[src/rtl/memop_order_pkg.sv]
package memop_order_pkg;

  typedef enum logic [2:0] {
    K_LOAD  = 3'd0,
    K_STORE = 3'd1,
    K_LBAR  = 3'd2,
    K_SBAR  = 3'd3,
    K_FBAR  = 3'd4,
    K_NONE  = 3'd7
  } op_kind_e;

  function automatic op_kind_e classify(input logic rd, input logic wr, input logic se);
    if (rd && wr && se) return K_FBAR;
    if (rd && se && !wr) return K_LBAR;
    if (wr && se) return K_SBAR;
    if (wr) return K_STORE;
    if (rd) return K_LOAD;
    return K_NONE;
  endfunction

  function automatic logic in_ldq(input op_kind_e k);
    return (k == K_LOAD) || (k == K_LBAR) || (k == K_FBAR);
  endfunction

  function automatic logic in_stq(input op_kind_e k);
    return (k == K_STORE) || (k == K_SBAR) || (k == K_FBAR);
  endfunction

  function automatic logic is_barrier(input op_kind_e k);
    return (k == K_LBAR) || (k == K_SBAR) || (k == K_FBAR);
  endfunction

endpackage

[src/rtl/memop_cap.sv]
module memop_cap #(
  parameter int DEPTH   = 8,
  parameter int LQ_SIZE = 0,
  parameter int SQ_SIZE = 4,
  parameter int CW      = $clog2(DEPTH + 1)
) (
  input  logic          clk,
  input  logic          rst,
  input  logic          add_any,
  input  logic          add_ld,
  input  logic          add_st,
  input  logic          sub_any,
  input  logic          sub_ld,
  input  logic          sub_st,
  input  logic          offer_ld,
  input  logic          offer_st,
  output logic          room,
  output logic [CW-1:0] occ,
  output logic [CW-1:0] ld_cnt,
  output logic [CW-1:0] st_cnt
);
  localparam int LQ_EFF = (LQ_SIZE == 0) ? DEPTH : LQ_SIZE;
  localparam int SQ_EFF = (SQ_SIZE == 0) ? DEPTH : SQ_SIZE;

  always_ff @(posedge clk) begin
    if (rst) begin
      occ    <= '0;
      ld_cnt <= '0;
      st_cnt <= '0;
    end else begin
      occ    <= occ + CW'(add_any) - CW'(sub_any);
      ld_cnt <= ld_cnt + CW'(add_ld) - CW'(sub_ld);
      st_cnt <= st_cnt + CW'(add_st) - CW'(sub_st);
    end
  end

  always_comb begin
    room = (occ < CW'(DEPTH));
    if (offer_ld && !(ld_cnt < CW'(LQ_EFF))) room = 1'b0;
    if (offer_st && !(st_cnt < CW'(SQ_EFF))) room = 1'b0;
  end
endmodule

[src/rtl/memop_scan.sv]
module memop_scan
  import memop_order_pkg::*;
#(
  parameter int DEPTH = 8,
  parameter int IW    = $clog2(DEPTH)
) (
  input  logic [IW-1:0]           head,
  input  logic [DEPTH-1:0]        valid,
  input  logic [DEPTH-1:0]        issued,
  input  logic [DEPTH-1:0][2:0]   kind,
  input  logic                    no_alias,
  output logic                    pick_vld,
  output logic [IW-1:0]           pick_idx
);
  always_comb begin
    logic any_u, any_v, ld_u, ldv, stv, st_u, barl_u, ldst;
    logic u, v, ld_ok, elig;
    logic [IW-1:0] idx;
    op_kind_e kd;
    any_u = 1'b0; any_v = 1'b0; ld_u = 1'b0; ldv = 1'b0; stv = 1'b0;
    st_u = 1'b0; barl_u = 1'b0; ldst = 1'b0;
    u = 1'b0; v = 1'b0; ld_ok = 1'b0; elig = 1'b0; idx = '0; kd = K_NONE;
    pick_vld = 1'b0;
    pick_idx = '0;
    for (int k = 0; k < DEPTH; k++) begin
      idx   = head + IW'(k);
      kd    = op_kind_e'(kind[idx]);
      v     = valid[idx];
      u     = v & ~issued[idx];
      // a load is held by an older unissued load barrier, by an older unissued
      // store when overlap is possible, or by a store/barrier sitting between
      // it and an older unissued load
      ld_ok = ~barl_u & (no_alias | ~st_u) & ~ldst;
      case (kd)
        K_LOAD:  elig = ld_ok;
        K_STORE: elig = ~any_u;
        K_LBAR:  elig = ld_ok & ~ldv;
        K_SBAR:  elig = ~any_u & ~stv;
        K_FBAR:  elig = ~any_v;
        default: elig = 1'b0;
      endcase
      if (u && elig && !pick_vld) begin
        pick_vld = 1'b1;
        pick_idx = idx;
      end
      if (u && ld_u && (kd == K_STORE || is_barrier(kd))) ldst = 1'b1;
      if (u) any_u = 1'b1;
      if (u && in_ldq(kd)) ld_u = 1'b1;
      if (u && (kd == K_LBAR || kd == K_FBAR)) barl_u = 1'b1;
      if (u && (kd == K_STORE || kd == K_SBAR)) st_u = 1'b1;
      if (v) any_v = 1'b1;
      if (v && in_ldq(kd)) ldv = 1'b1;
      if (v && in_stq(kd)) stv = 1'b1;
    end
  end
endmodule

[src/rtl/memop_order_q.sv]
module memop_order_q
  import memop_order_pkg::*;
#(
  parameter int DEPTH   = 8,
  parameter int LQ_SIZE = 0,
  parameter int SQ_SIZE = 4,
  parameter int IW      = $clog2(DEPTH)
) (
  input  logic          clk,
  input  logic          rst,
  input  logic          no_alias,
  input  logic          alloc_vld,
  input  logic          alloc_mayld,
  input  logic          alloc_mayst,
  input  logic          alloc_side,
  output logic          alloc_rdy,
  output logic [IW-1:0] alloc_tag,
  input  logic          iss_ready,
  output logic          gnt_vld,
  output logic [IW-1:0] gnt_tag,
  output logic [2:0]    gnt_kind,
  input  logic          cmp_vld,
  input  logic [IW-1:0] cmp_tag
);
  localparam int CW = $clog2(DEPTH + 1);

  logic [IW-1:0]         head, tail;
  logic [DEPTH-1:0]      valid_q, issued_q, done_q;
  logic [DEPTH-1:0][2:0] kind_q;
  logic [CW-1:0]         occ, ld_cnt, st_cnt;

  op_kind_e alloc_k, head_k;
  logic     room, alloc_fire, ret_fire, pick_vld, do_grant;
  logic [IW-1:0] pick_idx;

  assign alloc_k    = classify(alloc_mayld, alloc_mayst, alloc_side);
  assign alloc_fire = alloc_vld & (alloc_k != K_NONE) & room;
  assign alloc_rdy  = room;
  assign alloc_tag  = tail;
  assign head_k     = op_kind_e'(kind_q[head]);
  assign ret_fire   = valid_q[head] & done_q[head];
  assign do_grant   = iss_ready & pick_vld;

  memop_cap #(.DEPTH(DEPTH), .LQ_SIZE(LQ_SIZE), .SQ_SIZE(SQ_SIZE), .CW(CW)) u_cap (
    .clk      (clk),
    .rst      (rst),
    .add_any  (alloc_fire),
    .add_ld   (alloc_fire & in_ldq(alloc_k)),
    .add_st   (alloc_fire & in_stq(alloc_k)),
    .sub_any  (ret_fire),
    .sub_ld   (ret_fire & in_ldq(head_k)),
    .sub_st   (ret_fire & in_stq(head_k)),
    .offer_ld (in_ldq(alloc_k)),
    .offer_st (in_stq(alloc_k)),
    .room     (room),
    .occ      (occ),
    .ld_cnt   (ld_cnt),
    .st_cnt   (st_cnt)
  );

  memop_scan #(.DEPTH(DEPTH), .IW(IW)) u_scan (
    .head     (head),
    .valid    (valid_q),
    .issued   (issued_q),
    .kind     (kind_q),
    .no_alias (no_alias),
    .pick_vld (pick_vld),
    .pick_idx (pick_idx)
  );

  // tag storage: written only at allocation, no reset needed
  always_ff @(posedge clk) begin
    if (alloc_fire) kind_q[tail] <= alloc_k;
  end

  always_ff @(posedge clk) begin
    if (rst) begin
      head     <= '0;
      tail     <= '0;
      valid_q  <= '0;
      issued_q <= '0;
      done_q   <= '0;
      gnt_vld  <= 1'b0;
      gnt_tag  <= '0;
      gnt_kind <= '0;
    end else begin
      if (alloc_fire) begin
        valid_q[tail]  <= 1'b1;
        issued_q[tail] <= 1'b0;
        done_q[tail]   <= 1'b0;
        tail           <= tail + 1'b1;
      end
      if (ret_fire) begin
        valid_q[head] <= 1'b0;
        head          <= head + 1'b1;
      end
      gnt_vld <= do_grant;
      if (do_grant) begin
        issued_q[pick_idx] <= 1'b1;
        gnt_tag            <= pick_idx;
        gnt_kind           <= kind_q[pick_idx];
        if (is_barrier(op_kind_e'(kind_q[pick_idx]))) done_q[pick_idx] <= 1'b1;
      end
      if (cmp_vld && valid_q[cmp_tag] && issued_q[cmp_tag]) done_q[cmp_tag] <= 1'b1;
    end
  end
endmodule

[config.mk]
export PLATFORM = sky130hd
export DESIGN_NAME = memop_order_q
export DESIGN_NICKNAME = d
export VERILOG_FILES = /design/src/rtl/memop_order_pkg.sv /design/src/rtl/memop_cap.sv /design/src/rtl/memop_scan.sv /design/src/rtl/memop_order_q.sv
export SDC_FILE = /design/constraint.sdc
export NUM_CORES = 1
export LEC_CHECK = 0
export BUFFER_PORTS_ARGS = -buffer_cell sky130_fd_sc_hd__clkbuf_2
export CORE_MARGIN = 5
export CORE_UTILIZATION = 40
export CTS_BUF_LIST = sky130_fd_sc_hd__clkbuf_8
export DETAILED_ROUTE_END_ITERATION = 16
export PLACE_DENSITY_LB_ADDON = 0.2
export RECOVER_POWER = 50
export REMOVE_ABC_BUFFERS = 1
export SKIP_CTS_REPAIR_TIMING = 1
export SLEW_MARGIN = 20
export SYNTH_ARGS = -nofsm -noshare
export SYNTH_HDL_FRONTEND = slang
export SYNTH_SLANG_ARGS = --single-unit
export TNS_END_PERCENT = 1
[constraint.sdc]
create_clock -name clk -period 10.9 [get_ports clk]
set_input_delay 2.18 -clock clk [delete_from_list [all_inputs] [get_ports clk]]
set_output_delay 2.18 -clock clk [all_outputs]
set_load 0.01 [all_outputs]
# After elaboration in Yosys (flattened, before gate mapping)
# Cells that the tools add are included.
dict set report word_totals {
  output_inout_bits 11
  reg_bits 73
  in_bits 12
}
dict set report classes {
  mux 184
  addsub 14
  order_cmp 18
  reduce_logical 153
  n_eq_ne 40
  bitwise_logic 115
}
# op n
set ops {}
lappend ops {{2-to-1 mux 1 bit} 103}
lappend ops {{2-to-1 mux 8 bit} 12}
lappend ops {{2-to-1 mux 3 bit} 28}
lappend ops {{binary-select mux 3 bit (select 3 bit)} 9}
lappend ops {{logical AND 1 bit} 74}
lappend ops {{== test 3 x 2 -> 1 bit (second input constant)} 20}
lappend ops {{logical OR 1 bit} 59}
lappend ops {{binary-select mux 1 bit (select 3 bit)} 19}
lappend ops {{NOT 1 bit} 56}
lappend ops {{< comparator 3 x 4 -> 1 bit (second input constant)} 11}
lappend ops {{AND 1 bit} 43}
lappend ops {{one-hot mux 1 bit (5 select lines)} 7}
lappend ops {{bitwise OR 8 bit} 4}
lappend ops {{== test 3 bit (second input constant)} 10}
lappend ops {{== test 3 x 1 -> 1 bit (second input constant)} 9}
lappend ops {{logical NOT 3 bit} 9}
lappend ops {{AND 8 bit} 3}
lappend ops {{bitwise mux 24 bit} 1}
lappend ops {{NOT 8 bit} 2}
lappend ops {{adder 3 bit (second input constant)} 4}
lappend ops {{adder 4 x 1 -> 4 bit} 3}
lappend ops {{demux 1 bit (select 3 bit)} 4}
lappend ops {{greater-or-equal comparator 3 x 1 -> 1 bit (second input constant)} 4}
lappend ops {{subtractor 4 x 1 -> 4 bit} 3}
lappend ops {{9 further kinds} 27}

# Longest topological paths before layout
# Gate-level depths: netlist of the first run.
dict set report logic_depth {
  word_depth 42
  mapped_depth 26
}

# By module
# Synthesis of the first run repeated with hierarchy kept, for this count alone.
dict set report unflattened {
  cells_unflattened 843
  area_unflattened_um2 7880.1
}
# module seq_area_each_um2 cells_per_inst area_per_inst_um2 n_inst
set by_module_without_submodules {}
lappend by_module_without_submodules {memop_scan 0.0 475 4137.7 1}
lappend by_module_without_submodules {memop_order_q 1461.4 289 3006.6 1}
lappend by_module_without_submodules {memop_cap 240.2 79 735.7 1}

# Worst setup path before layout of the first run
# OpenSTA, ideal clock, no wires.
dict set report synth_path {
  kind {flip-flop to flip-flop}
  from {reg head[0]}
  to {reg done_q[0]}
  setup_time_ns 0.132
  n_path_buf 7
  path_stages_with_launch 26
  t_arrival_ns 5.318
  setup_slack_ns 5.449
  path_cell_list {dfxtp_1 inv_2 buf_4 buf_4 buf_4 ha_1 buf_6 buf_6 mux2_2 mux4_2 nor2_1 nand2_1 and3_4 a31oi_1 and4b_1 o21bai_4 or4b_1 buf_2 o21ba_1 o2bb2ai_4 buf_12 mux2i_1 mux2i_1 mux2_4 o21bai_1 a21oi_1}
}
dict set report synth_via {
  elab_chain_len 42
  elab_cells_between_ends 412
}
# element line_no
set synth_lines {}
lappend synth_lines {{from (decl)} memop_order_q.sv:27} ;# logic [IW-1:0] head, tail;
lappend synth_lines {{from (signal assigned)} memop_order_q.sv:95} ;# head <= head + 1'b1;
lappend synth_lines {{branches (longest 38 deep; another with adder 3 x 1 -> 3 bit)} n/a}
lappend synth_lines {{2-to-1 mux 8 bit *} memop_order_q.sv:98} ;# if (do_grant) begin
lappend synth_lines {{2-to-1 mux 8 bit *} memop_order_q.sv:77} ;# if (rst) begin
lappend synth_lines {{bitwise OR 8 bit (no line)} n/a}
lappend synth_lines {{2-to-1 mux 8 bit *} memop_order_q.sv:104} ;# if (cmp_vld && valid_q[cmp_tag] && issued_q[cmp_tag]) done_q[cmp_tag] <= 1'b1;
lappend synth_lines {{to (signal assigned)} memop_order_q.sv:82} ;# done_q <= '0;
lappend synth_lines {{to (signal, indexed assignment)} memop_order_q.sv:102} ;# if (is_barrier(op_kind_e'(kind_q[pick_idx]))) done_q[pick_idx] <= 1'b1;
lappend synth_lines {{to (signal, indexed assignment)} memop_order_q.sv:104}
lappend synth_lines {{to (decl)} memop_order_q.sv:28} ;# logic [DEPTH-1:0] valid_q, issued_q, done_q;
# Every way passes the cells marked *. The select of a mux whose other input is x is not followed.
# A chain may end at the register's enable or synchronous reset.

# Worst setup path after layout of the first run
dict set report layout_path {
  from {reg head[2]}
  to {reg done_q[7]}
}
# Same word-level chain as after synthesis.

==> summary.md, run 1 <==
| Metric | Value |
|---|---|
| Status | finished, final reports clean |
| Clock skew | 0.0106 ns |
| Initial detailed-routing violation count | 598 |
| Share of the synthesized area in the top cell type | 0.157 |
| Pint | 0.542 mW |
| Worst slew pin tran | 1.06 ns |
| Crit path cell chain | inv_1 -> ha_1 -> mux4_2 -> mux2_2 -> xnor2_1 -> a21boi_1 -> a311oi_1 -> nor3_1 -> nand4_1 -> o31ai_1 -> nor2_1 -> o31ai_1 -> o31a_1 -> mux2i_1 -> mux2_2 -> o21ai_1 -> a21oi_1 |
| Lkg Pwr | 2.77 nW |
| CTS Root Cell | clkbuf_8 |
| Slew headroom | 0.293 |
| Setup TNS | 0 ns |
| WHS Path Cells | 2 |
| Fraction of registers with async set/reset | 0 |
| Setup CP Type | flop to flop |
| Final net count | 836 |
| RR Startpoint | head[2] |
| Vias/cell | 6.24 |
| Largest net degree at the start of global routing | 66 |
| # diodes | 0 |
| Area contributors post-synth | mux4_2 (16%), dfxtp_1 (12%), edfxtp_1 (9.2%) |
| TritonCTS clock tree | yes |
| WHS Endpoint | issued_q[0] |
| R2R cell count | 17 |
| Critical Path Max Stage Delay | 1.01 ns |
| # clock sinks | 73 |
| Clock Latency Late Sink | 0.36 ns |
| Inserted Clock Buffers | 9 |
| Max Cap Viol | 0 |
| Mapped Cells | 823 |
| Drt first pass iters | 7 |
| Biggest area consumer among synthesized cells | mux4_2 |
| CP Launch Type | flop |
| Cell Pwr Density | 107 mW/mm2 |
| Final Worst Setup Slack | 3.68 ns |
| Switch share | 0.381 |
| Post-Layout Cell Count | 1,071 |
| Detailed Route WL | 24.8 mm |
| Storage cell area | 0.00170 mm2 |
| Setup violators final | 0 |
| All-Layer GR Usage | 0.223 |
| Mean Syn Cell Area | 9.56 um2 |
| Fillers | 1,948 |
| Crit share post-route | 0.662 |
| EDFF count, synth | 24 |
| Die width | 150 um |
| GP Congestion | 0.982 |
| Met2 usage in global routing | 0.351 |
| Top_reg_cell synth | dfxtp_1 |
| Data arrival, critical path | 7.41 ns |
| Final instance area | 0.00817 mm2 |
| Die area | 0.0226 mm2 |
| H-tree depth | 3 |
| Antenna viol nets, final | 0 |
| Most Used Layer, Global Route | met2 |
| Core area | 0.0194 mm2 |
| Hold WS | 0.495 ns |
| VDD IR max | 0.000121 V |
| Synth Register Bits | 73 |
| Pre-CTS setup slack | 3.74 ns |
| Met1 Usage GRT | 0.320 |
| CTS max path bufs | 2 |
| Cell area after synthesis | 0.00787 mm2 |
| Final Hold Vio Count | 0 |
| Clock power frac | 0.252 |
| Synth-to-layout area growth | 3.83% |
| Flop pwr share | 0.382 |
| Post-DP HPWL | 18.1 mm |
| Layout Utilization | 0.421 |
| Critical path peak fanout | 22 |
| Die H | 150 um |
| Total power | 0.876 mW |
| Worst-path clk slew | 0.09 ns |
| Initial core utilization | 0.406 |
| RSZ-0062 raised after global routing | false |
| Row cnt | 51 |
| CP required | 11.09 ns |
| Distinct cells, synth | 97 |
| Gr ovfl total | 0 |
| Worst setup startpoint | head[2] |
| Hold crit path type | flop to flop |
| Tmin final | 7.22 ns |
| Via count | 6,685 |
| Num ports | 23 |
| DR DRC count | 0 |
| Fmax achieved | 139 MHz |
| Global-route wire length before repair | 39.0 mm |
| Commonest cells in the netlist | nor2_1 (70), mux2i_1 (62), mux4_2 (55), dfxtp_1 (49), nand2_1 (48) |
| YS warnings | 0 |
| Avg WL per Cell | 23.2 um |
| Vias in the first global route | 6,425 |
| Register area share after synthesis | 0.216 |
| Worst R2R Setup Slack | 3.68 ns |
| Comb pwr share | 0.366 |
| P_sw | 0.334 mW |
| Slew Limit Fails | 0 |
| Hold Path Origin | issued_q[0] |
| Post-Place Cells | 1,055 |
| GRT met3 Usage | 0.0352 |
| Share of layout cells above drive strength 1 | 0.190 |
| Crit-path slowest cell | dfxtp_1 |
| Placed Area | 0.00799 mm2 |
| CP Capture Type | flop |
| Port-buffer cells | 22 |
| Reg2reg end | done_q[7] |
| Top-count cell post-synth | nor2_1 |
| Initial antenna violation count | 0 |
| Area occupied by multi-input gates | 0.00561 mm2 |
-- worst max-delay path, delay by kind of cell, from the launching register on --
family,cells,cell delay [ns]
DFF,1,1.01
AOI/OAI and AO/OA,7,1.95
muxes,4,1.46
adders and majority gates,1,0.98
xor gates and xnor gates,1,0.15
and+or+nand+nor,3,0.86
buffers and inverters,1,0.62
-- layer usage --
layer	up-vias	share of wire
met2	311	0.46
met3	45	0.068
met1	3249	0.45
met5	-	0
met4	0	0.027
li1	3080	-
-- cells in the final DEF, fill, tap and decap left out, types with 9 or more instances in the layout --
master | Yosys | layout
nand2_1 | 48 | 48
nor2_1 | 70 | 70
a211oi_1 | 10 | 10
o21ai_0 | 17 | 17
o21ai_1 | 10 | 10
xor2_1 | 10 | 10
nor3_1 | 23 | 23
mux4_2 | 55 | 55
edfxtp_1 | 24 | 24
inv_1 | 41 | 41
nand2b_1 | 16 | 16
mux2_2 | 28 | 28
clkbuf_2 | 0 | 11
dfxtp_1 | 49 | 47
clkbuf_1 | 25 | 12
a2111oi_0 | 9 | 9
mux2i_1 | 62 | 63
nand3_1 | 21 | 21
a21oi_1 | 40 | 40
clkbuf_8 | 0 | 9
nor2b_1 | 21 | 21
ha_1 | 20 | 19
-- power groups by stage --
stage / logic, mW / registers (mW) / clock network (mW)
6_report: 0.321 / 0.335 / 0.221
3_3_place_gp: 0.316 / 0.340 / 0
5_1_grt: 0.354 / 0.337 / 0.236
3_5_place_dp: 0.318 / 0.340 / 0
2_1_floorplan: 0.230 / 0.332 / 0
4_1_cts: 0.319 / 0.334 / 0.223
-- how the worst max path moves through the flow --
stage / to / slack [ns] / cells after the start
3_3_place_gp: done_q[1] / 3.75 / 15
5_1_grt: done_q[2] / 3.09 / 17
6_report: done_q[7] / 3.68 / 17
3_5_place_dp: done_q[7] / 3.74 / 17
2_1_floorplan: done_q[0] / 2.31 / 15
4_1_cts: done_q[7] / 3.72 / 15
-- cell type report --
type / count / area share
inverters: 45 / 0.0207
well taps: 265 / 0.0406
multi-input cells: 642 / 0.686
repair buffers: 30 / 0.0187
flip-flops and latches: 73 / 0.209
clock buffers: 9 / 0.0152
clock inverters: 7 / 0.00980
-- registers in the layout (all words and copies together) (netlist names), 4 cells and up --
register and cells:
kind_q 24, done_q 8, issued_q 8, valid_q 8
u_cap.ld_cnt 4, u_cap.occ 4, u_cap.st_cnt 4
-- cells by family after synthesis --
family / count (synthesis) / synth area share
AOI/OAI and AO/OA: 177 / 0.164
xor gates and xnor gates: 20 / 0.0256
adders and majority gates: 24 / 0.0407
buffers and inverters: 108 / 0.0719
DFF: 73 / 0.216
muxes: 160 / 0.309
and+or+nand+nor: 261 / 0.172
No activity file was read; power rests on OpenSTA's default activity.
==> run 2: changes to the inputs <==
Settings changed: ABC_AREA from default to 1.
Clock period 10.9 ns to 6.2 ns, I/O delays scaled along.
==> run 2 against run 1 <==
Net effect: the flow now finishes with violations (capacitance limit, slew limit); clock power increased by 91%; cell count increased by 27%; critical path depth increased by 7; register-to-register slack got worse by 3.1 ns; sequential cell count unchanged; worst setup slack got worse by 3.1 ns; non-clock buffer count decreased by 2; combinational power increased to 2.8 times the previous value; first-iteration DRC count increased by 3.8%; routed wire length decreased by 11%; critical endpoint is now done_q[2]; highest routed layer unchanged.
==> summary.md, run 2 <==
| Metric | Value |
|---|---|
| Final instance area | 0.00710 mm2 |
| Largest net degree at the start of global routing | 50 |
| Via count | 7,249 |
| Slew Limit Fails | 36 |
| Row cnt | 47 |
| VDD IR max | 0.000171 V |
| Share of layout cells above drive strength 1 | 0.0604 |
| Mapped Cells | 1,135 |
| Vias/cell | 5.32 |
| Placed Area | 0.00689 mm2 |
| Detailed Route WL | 22.1 mm |
| Hold WS | 0.474 ns |
| Comb pwr share | 0.471 |
| Crit path cell chain | inv_4 -> ha_1 -> inv_1 -> nand2_1 -> nand2_1 -> nor2_1 -> nand3b_1 -> nor3_1 -> a21oi_1 -> a21oi_1 -> nor2_1 -> nand3_1 -> nor2_2 -> nand2_2 -> nand3_1 -> nand2_1 -> nor2_1 -> nand2_1 -> nand2_1 -> nor2_1 -> o21ai_1 -> nand2_2 -> nand2_1 -> a21oi_1 |
| Die area | 0.0195 mm2 |
| # clock sinks | 73 |
| Final Hold Vio Count | 0 |
| Distinct cells, synth | 49 |
| Tmin final | 5.58 ns |
| Commonest non-fill, non-tap cell in the layout | nand2_1 |
| Lkg Pwr | 3.51 nW |
| Register area share after synthesis | 0.253 |
| RR Startpoint | head[2] |
| Violated checks | capacitance limit, slew limit |
| Hold crit path type | flop to flop |
| Area occupied by multi-input gates | 0.00428 mm2 |
| Max Cap Viol | 1 |
| RSZ-0062 raised after global routing | false |
| Status | finished with violations |
| CTS Root Cell | clkbuf_8 |
| Most flops, register | kind_q |
| Port-buffer cells | 22 |
| YS warnings | 0 |
| # diodes | 0 |
| H-tree depth | 3 |
| Global-route wire length before repair | 35.2 mm |
| CP Capture Type | flop |
| Clock skew | 0.0160 ns |
| Core area | 0.0165 mm2 |
| Drt first pass iters | 8 |
| Fraction of registers with async set/reset | 0 |
| Reg2reg end | done_q[2] |
| Commonest cells in the netlist | nand2_1 (390), nand3_1 (172), nor2_1 (121), inv_1 (118), a21oi_1 (55) |
| Post-DP HPWL | 17.8 mm |
| Mean Syn Cell Area | 5.92 um2 |
| Clock power frac | 0.223 |
| Setup CP Type | flop to flop |
| DR DRC count | 0 |
| All-Layer GR Usage | 0.224 |
| Switch share | 0.451 |
| Commonest cells after routing, fill and taps aside | nand2_1 (390), nand3_1 (172), nor2_1 (121) |
| Cell Pwr Density | 266 mW/mm2 |
| Top_reg_cell synth | dfxtp_1 |
| Synth-to-layout area growth | 5.66% |
| Crit-path slowest cell | dfxtp_1 |
| Top-count cell post-synth | nand2_1 |
| Initial core utilization | 0.407 |
| CP required | 6.37 ns |
| Initial antenna violation count | 0 |
| Crit share post-route | 0.900 |
| Cell area after synthesis | 0.00672 mm2 |
| GP Congestion | 0.983 |
| Initial detailed-routing violation count | 621 |
| CP Launch Type | flop |
| Fillers | 1,862 |
| Clock Latency Late Sink | 0.36 ns |
| Inserted Clock Buffers | 9 |
| CP most frequent cell | nand2_1 |
| Pint | 1.04 mW |
| Worst R2R Setup Slack | 0.62 ns |
| Data arrival, critical path | 5.75 ns |
| Share of the synthesized area in the top cell type | 0.218 |
| Worst-path clk slew | 0.08 ns |
| Antenna viol nets, final | 0 |
| Biggest area consumer among synthesized cells | nand2_1 |
| R2R cell count | 24 |
| Hold Path Origin | gnt_tag[0] |
| Synth Register Bits | 73 |
| Slew headroom | -0.0468 |
| CTS max path bufs | 2 |
| WHS Path Cells | 2 |
| Total power | 1.89 mW |
| Storage cell area | 0.00170 mm2 |
| Worst slew pin tran | 1.57 ns |
| Die H | 140 um |
| Num ports | 23 |
| Die width | 140 um |
| EDFF count, synth | 24 |
| Gr ovfl total | 0 |
| TritonCTS clock tree | yes |
| Final net count | 1,173 |
| Setup violators final | 0 |
| Layout Utilization | 0.430 |
| WHS Endpoint | gnt_tag[0] |
| Fmax achieved | 179 MHz |
| Setup TNS | 0 ns |
| P_sw | 0.852 mW |
| Flop pwr share | 0.306 |
| Critical Path Max Stage Delay | 0.82 ns |
| Critical path peak fanout | 19 |
| Avg WL per Cell | 16.2 um |
| Area contributors post-synth | nand2_1 (22%), dfxtp_1 (15%), nand3_1 (13%) |
| Vias in the first global route | 6,625 |
| Number of flip-flops in the largest register | 24 |
-- run 2: changes by cell type after synthesis, moves of 28 or more --
cell / change
mux4_2: -55
mux2_2: -28
inv_1: +77
nand2_1: +342
nand3_1: +151
nor2_1: +51
mux2i_1: -61
-- run 2: power by group through the flow --
stage | registers, mW | clock network, mW | logic (mW)
global placement | 0.588 | 0 | 0.885
global route | 0.584 | 0.460 | 1.00
finish | 0.578 | 0.422 | 0.890
detailed placement | 0.588 | 0 | 0.880
floorplan | 0.587 | 0 | 0.631
CTS | 0.577 | 0.430 | 0.883
-- run 2: worst max-delay path: cells and delay by family (launching register included) --
| kind | cells | cell delay, ns |
|---|---|---|
| adder cells (fa/ha/maj) | 1 | 0.69 |
| AND/OR/NAND/NOR | 17 | 2.78 |
| flip-flops | 1 | 0.82 |
| buffers and inverters | 2 | 0.59 |
| AO/OA/AOI/OAI | 4 | 0.51 |
-- run 2: kinds of logic (layout without fill, tap and decap cells) --
logic type                 after synthesis  after routing  synth area share
muxes                                    1              1           0.00149
and+or+nand+nor                        747            747             0.475
DFF                                     73             73             0.253
AOI/OAI and AO/OA                      123            123             0.106
adders and majority gates               23             23            0.0462
buffers and inverters                  163            171             0.110
xor gates and xnor gates                 5              5           0.00764
-- run 2: routing by layer --
| layer | part of all wire | up-vias | wire length [um] | GRT usage |
|---|---|---|---|---|
| met5 | 0 | - | 0 | 0 |
| met4 | 0.049 | 0 | 1080 | 0.101 |
| met3 | 0.069 | 57 | 1520 | 0.0350 |
| met2 | 0.44 | 282 | 9750 | 0.356 |
| met1 | 0.44 | 3196 | 9720 | 0.300 |
| li1 | - | 3714 | - | - |
-- run 2: stage by stage --
stage,instances,worst slack [ns]
floorplan,1099,0.891
global placement,1347,0.789
detailed placement,1347,0.854
CTS,1363,0.822
global route,1363,0.170
finish,1363,0.618
-- run 2: how the worst max path moves through the flow --
stage / start / endpoint / slack (ns) / depth (start not counted)
after floorplan: head[0] / done_q[0] / 0.89 / 32
after global placement: head[2] / done_q[3] / 0.79 / 25
after detailed placement: head[2] / done_q[2] / 0.85 / 25
after CTS: head[2] / done_q[2] / 0.82 / 25
after global routing: head[2] / done_q[5] / 0.17 / 24
final: head[2] / done_q[2] / 0.62 / 24
-- run 2: cell type report --
| cell class | instances | share of cell area |
|---|---|---|
| Clock inverter | 6 | 0.0125 |
| Tap cell | 220 | 0.0388 |
| Timing Repair Buffer | 28 | 0.0194 |
| Clock buffer | 10 | 0.0194 |
| Multi-Input combinational cell | 899 | 0.602 |
| Sequential cell | 73 | 0.240 |
| Inverter | 127 | 0.0679 |
==> run 3: changes to the inputs <==
Settings changed: CTS_BUF_LIST sky130_fd_sc_hd__clkbuf_8 to default.
==> run 3 against run 2 <==
Net effect: the flow still finishes with violations (capacitance limit, slew limit); die area is the same; worst hold slack lost 0.0031 ns; register-to-register slack is essentially flat; clock power grew 31%; utilization grew 0.58 points; combinational power is essentially flat; non-clock buffer count is the same; via count grew 0.65%; first-iteration DRC count grew 2.9%; sequential cell count is the same; clock skew shrank 0.0048 ns; largest cell class unchanged.
==> summary.md, run 3 (synthesis gave the netlist of run 2 again) <==
| Metric | Value |
|---|---|
| Num ports | 23 |
| VDD IR max | 0.000201 V |
| Worst-path clk slew | 0.06 ns |
| Port-buffer cells | 22 |
| Drt first pass iters | 6 |
| Initial antenna violation count | 0 |
| Hold WS | 0.471 ns |
| CTS max path bufs | 2 |
| Switch share | 0.431 |
| Slew headroom | -0.0912 |
| CP Capture Type | flop |
| Detailed Route WL | 22.2 mm |
| Violated checks | capacitance limit, slew limit |
| Antenna viol nets, final | 0 |
| Via count | 7,296 |
| Inserted Clock Buffers | 9 |
| Largest net degree at the start of global routing | 50 |
| Hold crit path type | flop to flop |
| Initial detailed-routing violation count | 639 |
| Post-DP HPWL | 17.8 mm |
| Data arrival, critical path | 5.72 ns |
| Post-Place Cells | 1,347 |
| Comb pwr share | 0.440 |
| Setup TNS | 0 ns |
| Vias in the first global route | 6,654 |
| Worst slew pin tran | 1.64 ns |
| Slew Limit Fails | 36 |
| Core area | 0.0165 mm2 |
| Die H | 140 um |
| DR DRC count | 0 |
| Clock Latency Late Sink | 0.34 ns |
| Setup violators final | 0 |
| Critical path peak fanout | 19 |
| Die area | 0.0195 mm2 |
| Total power | 2.02 mW |
| TritonCTS clock tree | yes |
| Final net count | 1,173 |
| Share of layout cells above drive strength 1 | 0.0604 |
| Most flops, register | kind_q |
| Fmax achieved | 179 MHz |
| # diodes | 0 |
| Vias/cell | 5.35 |
| Pint | 1.15 mW |
| RSZ-0062 raised after global routing | false |
| H-tree depth | 3 |
| Clock skew | 0.0112 ns |
| GP Congestion | 0.983 |
| Status | finished with violations |
| Commonest cells after routing, fill and taps aside | nand2_1 (390), nand3_1 (172), nor2_1 (121) |
| Flop pwr share | 0.287 |
| CTS Root Cell | clkbuf_16 |
| Number of flip-flops in the largest register | 24 |
| Cell Pwr Density | 281 mW/mm2 |
| CP Launch Type | flop |
| # clock sinks | 73 |
| Clock power frac | 0.273 |
| Commonest non-fill, non-tap cell in the layout | nand2_1 |
| Global-route wire length before repair | 35.2 mm |
| Die width | 140 um |
| Initial core utilization | 0.407 |
| Tmin final | 5.57 ns |
| Setup CP Type | flop to flop |
| Max Cap Viol | 1 |
| Row cnt | 47 |
| P_sw | 0.871 mW |
| CP required | 6.35 ns |
| Worst R2R Setup Slack | 0.63 ns |
| Avg WL per Cell | 16.3 um |
| Synth-to-layout area growth | 7.10% |
| Crit share post-route | 0.899 |
| Post-Layout Cell Count | 1,363 |
| Lkg Pwr | 3.55 nW |
| Gr ovfl total | 0 |
| All-Layer GR Usage | 0.225 |
| Final Hold Vio Count | 0 |
[run 3: metal layers]
layer | routed length [um] | global-route usage | vias up
met1 | 9710 | 0.301 | 3225
met2 | 9830 | 0.357 | 287
met5 | 0 | 0 | -
met3 | 1520 | 0.0343 | 59
met4 | 1100 | 0.109 | 0
li1 | - | - | 3725
[run 3: worst max-delay path, stage by stage, from the launching register on]
cell and delay [ns]:
dfxtp_1 0.81, inv_4 0.23, ha_1 0.69, inv_1 0.37
nand2_1 0.15, nand2_1 0.13, nor2_1 0.37, nand3b_1 0.33
nor3_1 0.08, a21oi_1 0.20, a21oi_1 0.16, nor2_1 0.12
nand3_1 0.13, nor2_2 0.21, nand2_2 0.11, nand3_1 0.14
nand2_1 0.12, nor2_1 0.36, nand2_1 0.11, nand2_1 0.10
nor2_1 0.07, o21ai_1 0.09, nand2_2 0.15, nand2_1 0.10
a21oi_1 0.06
[run 3: final cells by class]
| class | instances | area, um2 |
|---|---|---|
| Multi-Input combinational cell | 899 | 4280 |
| Inverter | 127 | 482 |
| Sequential cell | 73 | 1700 |
| Clock buffer | 11 | 264 |
| Clock inverter | 5 | 58.8 |
| Tap cell | 220 | 275 |
| Timing Repair Buffer | 28 | 138 |
| Fill cell | 1840 | 9330 |
[run 3: worst paths after layout]
| path | start | end | cells after the start |
|---|---|---|---|
| max | head[2] | done_q[2] | 24 |
| max reg2reg | head[2] | done_q[2] | 24 |
| min reg2reg | gnt_tag[0] | gnt_tag[0] | 2 |
| min | gnt_tag[0] | gnt_tag[0] | 2 |
[run 3: power groups by stage]
stage	sequential, mW	clock [mW]	combinational (mW)
floorplan	0.587	0	0.631
global placement	0.588	0	0.885
detailed placement	0.588	0	0.880
CTS	0.578	0.559	0.884
global route	0.584	0.589	1.00
finish	0.579	0.551	0.889
[run 3: per-stage QoR]
stage / utilization / cell area [um2] / setup WS, ns
floorplan: - / 6460 / 0.891
detailed placement: 0.417 / 6890 / 0.854
global placement: 0.417 / 6890 / 0.789
global route: 0.435 / 7190 / 0.165
finish: 0.435 / 7190 / 0.628
CTS: 0.436 / 7210 / 0.820
